**src/rtl/pcc_pkg.sv**
```systemverilog
// Shared types for the PC card strobe sequencer.
package pcc_pkg;
    typedef enum logic [1:0] {
        SP_COMMON = 2'd0,
        SP_ATTR   = 2'd1,
        SP_IO     = 2'd2,
        SP_RSVD   = 2'd3
    } space_e;

    typedef enum logic [1:0] {
        PH_IDLE   = 2'd0,
        PH_SETUP  = 2'd1,
        PH_STROBE = 2'd2,
        PH_HOLD   = 2'd3
    } phase_e;

    typedef struct packed {
        logic oe_n;
        logic we_n;
        logic ior_n;
        logic iow_n;
    } strobe_t;
endpackage

```
**src/rtl/pcc_phase_timer.sv**
```systemverilog
// Down-counter that times one phase of an access.
// Assumes: load is pulsed on the edge that enters a phase with (length-1);
// expired is high in the last cycle of the phase.
module pcc_phase_timer #(
    parameter int CW = 4
) (
    input  logic          clk,
    input  logic          rst_n,
    input  logic          load,
    input  logic [CW-1:0] load_val,
    output logic          expired
);
    logic [CW-1:0] cnt;

    // Load on phase entry, otherwise count down to zero and stay there.
    always_ff @(posedge clk) begin
        if (!rst_n)
            cnt <= '0;
        else if (load)
            cnt <= load_val;
        else if (cnt != '0)
            cnt <= cnt - 1'b1;
    end

    assign expired = (cnt == '0);


    timer_step_chk: assert property (@(posedge clk) disable iff (!rst_n)
        (!load && cnt != '0) |=> (cnt == $past(cnt) - 1'b1));
endmodule

```
**src/rtl/pcc_strobe_dec.sv**
```systemverilog
// Picks which of the four strobes to drive low for the current phase.
// Assumes: only the strobe phase asserts a strobe; reserved space acts as common memory.
module pcc_strobe_dec
    import pcc_pkg::*;
(
    input  logic    active,
    input  space_e  space,
    input  logic    write,
    output strobe_t strb
);
    logic is_io;

    // Separate memory and I/O strobe pairs, chosen by space and direction.
    always_comb begin
        is_io      = (space == SP_IO);
        strb.oe_n  = !(active && !is_io && !write);
        strb.we_n  = !(active && !is_io &&  write);
        strb.ior_n = !(active &&  is_io && !write);
        strb.iow_n = !(active &&  is_io &&  write);
    end
endmodule

```
**src/rtl/pcc_lane_map.sv**
```systemverilog
// Byte-lane enable and data placement for one card cycle, plus read capture.
// Assumes: full16 and split are never both set; in split mode both bytes
// travel on the low lane, low byte first.
module pcc_lane_map #(
    parameter int LANE_W = 8,
    localparam int DW = 2 * LANE_W
) (
    input  logic          engaged,
    input  logic          full16,
    input  logic          split,
    input  logic          second,
    input  logic          odd,
    input  logic [DW-1:0] wdata,
    input  logic [DW-1:0] bus_rdata,
    input  logic [DW-1:0] prev_rdata,
    output logic [1:0]    ce_n,
    output logic [DW-1:0] bus_wdata,
    output logic [DW-1:0] cap_data
);
    localparam logic [LANE_W-1:0] ZB = '0;

    // Lane enables and outgoing data for the active cycle.
    always_comb begin
        ce_n      = 2'b11;
        bus_wdata = '0;
        if (engaged) begin
            if (full16) begin
                ce_n      = 2'b00;
                bus_wdata = wdata;
            end else if (split) begin
                ce_n      = 2'b10;
                bus_wdata = {ZB, second ? wdata[DW-1:LANE_W] : wdata[LANE_W-1:0]};
            end else if (odd) begin
                ce_n      = 2'b01;
                bus_wdata = {wdata[LANE_W-1:0], ZB};
            end else begin
                ce_n      = 2'b10;
                bus_wdata = {ZB, wdata[LANE_W-1:0]};
            end
        end
    end

    // Read result to store at the end of the strobe.
    always_comb begin
        if (full16)
            cap_data = bus_rdata;
        else if (split)
            cap_data = second ? {bus_rdata[LANE_W-1:0], prev_rdata[LANE_W-1:0]}
                              : {ZB, bus_rdata[LANE_W-1:0]};
        else if (odd)
            cap_data = {ZB, bus_rdata[DW-1:LANE_W]};
        else
            cap_data = {ZB, bus_rdata[LANE_W-1:0]};
    end
endmodule

```
**src/rtl/pcc_strobe_seq.sv**
```systemverilog
// PC card host strobe sequencer: setup, strobe (wait-stretched), hold, and an
// optional second 8-bit cycle when a 16-bit I/O request is not acknowledged.
// Assumes: config inputs are stable while busy; card inputs are synchronous.
module pcc_strobe_seq
    import pcc_pkg::*;
#(
    parameter int AW = 26,
    parameter int CW = 4,
    parameter int LANE_W = 8,
    localparam int DW = 2 * LANE_W
) (
    input  logic          clk,
    input  logic          rst_n,
    input  logic          req_valid,
    output logic          req_ready,
    input  logic [AW-1:0] req_addr,
    input  logic          req_write,
    input  logic [1:0]    req_space,
    input  logic          req_sock,
    input  logic          req_wide,
    input  logic [DW-1:0] req_wdata,
    input  logic [CW-1:0] cfg_setup,
    input  logic [CW-1:0] cfg_strobe,
    input  logic [CW-1:0] cfg_hold,
    input  logic          card_wait_n,
    input  logic          card_io16_n,
    input  logic [DW-1:0] card_rdata,
    output logic [AW-1:0] card_addr,
    output logic [DW-1:0] card_wdata,
    output logic          card_oe_n,
    output logic          card_we_n,
    output logic          card_ior_n,
    output logic          card_iow_n,
    output logic [1:0]    card_ce_n,
    output logic          card_reg_n,
    output logic          card_sock,
    output logic          card_rd_nwr,
    output logic          done,
    output logic [DW-1:0] rdata
);
    phase_e        phase;
    space_e        sp_q;
    logic [AW-1:0] a_q;
    logic [DW-1:0] wd_q, rd_q, cap_data;
    logic          wr_q, sock_q, wide_q, split_q, second_q, done_q;
    logic          tmr_load, tmr_zero, engaged, full16;
    logic [CW-1:0] tmr_val;
    strobe_t       strb;

    function automatic logic [CW-1:0] len_m1(input logic [CW-1:0] v);
        return (v == '0) ? '0 : v - 1'b1;
    endfunction

    // Choose when the phase timer reloads and with which length.
    always_comb begin
        tmr_load = 1'b0;
        tmr_val  = '0;
        case (phase)
            PH_IDLE:   if (req_valid) begin tmr_load = 1'b1; tmr_val = len_m1(cfg_setup); end
            PH_SETUP:  if (tmr_zero) begin tmr_load = 1'b1; tmr_val = len_m1(cfg_strobe); end
            PH_STROBE: if (tmr_zero && card_wait_n) begin tmr_load = 1'b1; tmr_val = len_m1(cfg_hold); end
            PH_HOLD:   if (tmr_zero && split_q && !second_q) begin tmr_load = 1'b1; tmr_val = len_m1(cfg_setup); end
            default:   tmr_load = 1'b0;
        endcase
    end

    pcc_phase_timer #(.CW(CW)) u_tmr (
        .clk(clk), .rst_n(rst_n), .load(tmr_load), .load_val(tmr_val), .expired(tmr_zero)
    );

    // Access sequencer: latch request, walk phases, capture data, pulse done.
    always_ff @(posedge clk) begin
        if (!rst_n) begin
            phase    <= PH_IDLE;
            sp_q     <= SP_COMMON;
            a_q      <= '0;
            wd_q     <= '0;
            rd_q     <= '0;
            wr_q     <= 1'b0;
            sock_q   <= 1'b0;
            wide_q   <= 1'b0;
            split_q  <= 1'b0;
            second_q <= 1'b0;
            done_q   <= 1'b0;
        end else begin
            done_q <= 1'b0;
            case (phase)
                PH_IDLE: if (req_valid) begin
                    a_q      <= req_addr;
                    wr_q     <= req_write;
                    sp_q     <= space_e'(req_space);
                    sock_q   <= req_sock;
                    wide_q   <= req_wide;
                    wd_q     <= req_wdata;
                    split_q  <= 1'b0;
                    second_q <= 1'b0;
                    phase    <= PH_SETUP;
                end
                PH_SETUP: if (tmr_zero) begin
                    phase <= PH_STROBE;
                    if (wide_q && sp_q == SP_IO && !second_q)
                        split_q <= card_io16_n;
                end
                PH_STROBE: if (tmr_zero && card_wait_n) begin
                    phase <= PH_HOLD;
                    if (!wr_q)
                        rd_q <= cap_data;
                end
                PH_HOLD: if (tmr_zero) begin
                    if (split_q && !second_q) begin
                        second_q <= 1'b1;
                        phase    <= PH_SETUP;
                    end else begin
                        phase  <= PH_IDLE;
                        done_q <= 1'b1;
                    end
                end
                default: phase <= PH_IDLE;
            endcase
        end
    end

    assign engaged = (phase != PH_IDLE);
    assign full16  = wide_q && !split_q;

    pcc_strobe_dec u_dec (
        .active(phase == PH_STROBE), .space(sp_q), .write(wr_q), .strb(strb)
    );

    pcc_lane_map #(.LANE_W(LANE_W)) u_lane (
        .engaged(engaged), .full16(full16), .split(split_q), .second(second_q),
        .odd(a_q[0]), .wdata(wd_q), .bus_rdata(card_rdata), .prev_rdata(rd_q),
        .ce_n(card_ce_n), .bus_wdata(card_wdata), .cap_data(cap_data)
    );

    assign card_addr   = {a_q[AW-1:1], wide_q ? second_q : a_q[0]};
    assign card_oe_n   = strb.oe_n;
    assign card_we_n   = strb.we_n;
    assign card_ior_n  = strb.ior_n;
    assign card_iow_n  = strb.iow_n;
    assign card_reg_n  = !(engaged && sp_q == SP_ATTR);
    assign card_sock   = sock_q;
    assign card_rd_nwr = engaged ? !wr_q : 1'b1;
    assign req_ready   = (phase == PH_IDLE);
    assign done        = done_q;
    assign rdata       = rd_q;


    one_strobe_chk: assert property (@(posedge clk) disable iff (!rst_n)
        $countones(~{card_oe_n, card_we_n, card_ior_n, card_iow_n}) <= 1);

    strobe_lane_chk: assert property (@(posedge clk) disable iff (!rst_n)
        !(card_oe_n && card_we_n && card_ior_n && card_iow_n) |-> (card_ce_n != 2'b11));

    wait_hold_chk: assert property (@(posedge clk) disable iff (!rst_n)
        (!(card_oe_n && card_we_n && card_ior_n && card_iow_n) && !card_wait_n)
        |=> !(card_oe_n && card_we_n && card_ior_n && card_iow_n));

    addr_stable_chk: assert property (@(posedge clk) disable iff (!rst_n)
        !(card_oe_n && card_we_n && card_ior_n && card_iow_n) |=> $stable(card_addr));

    done_pulse_chk: assert property (@(posedge clk) disable iff (!rst_n)
        done |=> !done);

    done_ready_chk: assert property (@(posedge clk) disable iff (!rst_n)
        done |-> req_ready);

    dir_engaged_chk: assert property (@(posedge clk) disable iff (!rst_n)
        !card_rd_nwr |-> (card_ce_n != 2'b11));
endmodule

```
**config.mk**
```make
export PLATFORM = sky130hd
export DESIGN_NAME = pcc_strobe_seq
export DESIGN_NICKNAME = d
export VERILOG_FILES = /design/src/rtl/pcc_pkg.sv /design/src/rtl/pcc_phase_timer.sv /design/src/rtl/pcc_strobe_dec.sv /design/src/rtl/pcc_lane_map.sv /design/src/rtl/pcc_strobe_seq.sv
export SDC_FILE = /design/constraint.sdc
export NUM_CORES = 1
export LEC_CHECK = 0
export ABC_CLOCK_PERIOD_IN_PS = 1850
export CAP_MARGIN = 25
export CORE_MARGIN = 2
export CORE_UTILIZATION = 27
export CTS_CLUSTER_DIAMETER = 200
export CTS_CLUSTER_SIZE = 14
export DETAILED_ROUTE_END_ITERATION = 8
export PLACE_DENSITY = 0.68
export REMOVE_ABC_BUFFERS = 1
export SYNTH_ARGS = -nofsm -noshare
export SYNTH_HDL_FRONTEND = slang
export SYNTH_SLANG_ARGS = --single-unit
```
**constraint.sdc**
```tcl
create_clock -name clk -period 1.85 [get_ports clk]
set_input_delay 0.4625 -clock clk [delete_from_list [all_inputs] [get_ports clk]]
set_output_delay 0.4625 -clock clk [all_outputs]
set_load 0.1 [all_outputs]
```
==> results.ini <==
[drt]
wire_per_inst_um = 15.6
ant_nets = 0
drc = 0
wl_um = 13300
via_per_inst = 4.94
first_iter_violations = 259
num_vias = 4196
firstDrtPassIters = 5

[final_layout]
n_antenna_cell = 0
fin_cells = 850
fin_nets = 761
syn2layout_area_growth_pct = 105
drive_gt1_share_pct = 38.7

[yosys]
synth_area_leaders = dfxtp_1 (40%), nand2_1 (13%), a21oi_1 (9.3%)
ys_async_sr_fraction_pct = 0
yosysSeqAreaShare_pct = 39.9
avgSynthCellArea_um2 = 7.68
yosysTopAreaCellShare_pct = 39.9
synth_edf_count = 0
synth_largest_area_cell = dfxtp_1
yosys_register_bits = 72
yosysWarnings = 0
synth.distinct_cells = 48
syn-cell-area_um2 = 3610
synthCells = 470
synth_ff_type = dfxtp_1
synthMostInstantiatedCell = nand2_1
synthTopCellsByCount = nand2_1 (121), dfxtp_1 (72), a21oi_1 (67), nor2_1 (32), clkbuf_1 (25)

[sta]
slew_violations = 0
rsz0062_at_grt = true
slew_headroom_pct = 75.8
fin_crit_ns = 2.05
skew_ns = 0.00521
fmax_ghz = 0.488
setup_slack_ns = -0.199
setup_viol = 25
fin_crit_sh_pct = 111
tightest_slew_ns = 0.362
hold_violations = 0

[run_status]
violations = negative setup slack
status = finished with violations

[global_route]
track_usage_pct = 17.6
globalRouteOverflowTotal = 0
antenna_found_initial = 0
grt_max_degree = 48
grt_pass1_wl_um = 20300
grt_pass1_vias = 4183

[cts]
cts.path.max_buffers = 2
htreeDepth = 3
root_buffer = clkbuf_16
cts_buffers = 9
clk_latency_ns = 0.33
cts_tree = yes
path_clk_slew_ns = 0.06
ctsHoldBuffers = 0
numClockSinks = 72

[floorplan]
start_util_pct = 27.5
die_area_um2 = 14300
die_w_um = 120
die_h_um = 120
ios = 149
core_um2 = 13100
rows = 42

[critical_path]
path_class = flop to output port
cp_slowest_stage_delay_ns = 0.33
ff2ff_setup_slack_ns = -0.03
worst_path_most_repeated_cell = buf_6
arrival_ns = 1.59
cp_top_family = buffers and inverters
critPathLaunchType = flop
worstPathCellList = buf_6 > nor3b_4 > buf_6 > a22oi_2 > nor2_2 > buf_12
crit_slowest_cell = dfxtp_2
critPathMaxFanout = 5
critPathCaptureType = output port
worst-path-buf-inv = 3
critPathRequiredTime_ns = 1.39

[placed_design]
routabilityCongestion = 0.817
dp_slack_ns = -0.264
place.port_buffers = 148
dp_cells = 806
hpwl_um = 8740

[worst_hold_path]
hp-class = flop to flop

[run]
cap_violations = 0

[pwr]
powerDensity_nw_per_um2 = 1350
p_leak_nw = 2.80
vdd_drop_max_mv = 0.720

logic make-up (layout without fill, tap and decap cells):
| kind of cell | count (synthesis) | in the layout | synth area share [%] |
|---|---|---|---|
| xor+xnor | 1 | 1 | 0.243 |
| fa+ha+maj | 12 | 12 | 4.16 |
| buf+inv | 46 | 250 | 5.86 |
| simple gates | 212 | 212 | 26.7 |
| flops | 72 | 72 | 39.9 |
| compound gates | 121 | 121 | 21.4 |
| mux | 6 | 6 | 1.70 |
what timing repair did:
action	in CTS	in global routing
pin swaps	16	36
buffers inserted	13	9
cloned	3	3
setup endpoints to repair	31	48
resized for setup	69	65
placed cells by master (no fill, tap or decap), types with 10 or more instances in the layout:
cell type        netlist  final
a21oi_1               67     58
a22oi_1               18     10
buf_12                 0     76
buf_4                  0     50
buf_6                  5     11
clkbuf_16              0     12
clkdlybuf4s50_1        0     79
dfxtp_1               72     65
nand2_1              121    111
nand2_2                0     10
nand3_1               17     11
nor2_1                32     12
nor2_2                 0     10
nor2_4                 0     10
worst reg2reg max path, delay by kind of cell, from the launching register on:
family	cells	cell delay, ns
AOI/OAI and AO/OA	1	0.05
adders and majority gates	1	0.14
buffers and inverters	4	0.55
DFF	1	0.33
and+or+nand+nor	2	0.70
area by class of cell:
cell class / instances / area, um^2
Multi-Input combinational cell: 352 / 2400
Timing Repair Buffer: 221 / 2950
Clock buffer: 11 / 253
Fill cell: 1132 / 5730
Sequential cell: 72 / 1450
Clock inverter: 5 / 78.8
Inverter: 13 / 51.3
Tap cell: 176 / 220
metal layers:
metal,routed length [um],global-route usage (%),part of all wire (%)
met1,5110,19.2,38
met2,6940,31.8,52
met3,1010,5.75,7.6
met4,216,5.81,1.6
met5,0,0,0
stage by stage:
stage / util (%) / power [mW] / setup TNS (ns) / hold slack, ns / area (um^2)
floorplan: - / 4.92 / -107.12 / 0.449 / 3450
detailed placement: 47.7 / 6.89 / -1.84 / 0.466 / 6270
CTS: 53.6 / 9.61 / -3.57 / 0.485 / 7040
global route: 56.4 / 10.4 / -5.31 / 0.511 / 7400
finish: 56.4 / 9.96 / -3.24 / 0.489 / 7400
global placement: 47.7 / 6.81 / -0.892 / 0.456 / 6270
final timing paths:
check                                         endpoint                 startpoint  cells past startpoint
worst max-delay path                    card_wdata[15]       split_q$_SDFFE_PN0P_                      6
worst min-delay path              a_q[23]$_SDFFE_PN0P_       a_q[23]$_SDFFE_PN0P_                      2
worst max register to register  rdata[14]$_SDFFE_PN0P_  u_tmr.cnt[1]$_SDFFE_PN0P_                      8
worst min register to register    a_q[23]$_SDFFE_PN0P_       a_q[23]$_SDFFE_PN0P_                      2
power breakdown:
group	switching (mW)	leakage (nW)	total, mW	internal [mW]
clock	0.681	0.165	1.93	1.25
combinational	3.40	2.04	5.88	2.48
sequential	0.307	0.592	2.15	1.85
total	4.38	2.80	9.96	5.58
state kept, by name (all words and copies together) (netlist names):
register / count
rdata: 16
wd_q: 16
card_sock: 1
second_q: 1
split_q: 1
wide_q: 1
sp_q: 2
a_q: 26
u_tmr.cnt: 4
done: 1
phase: 2
wr_q: 1
Power figures use the tool's default switching activity.
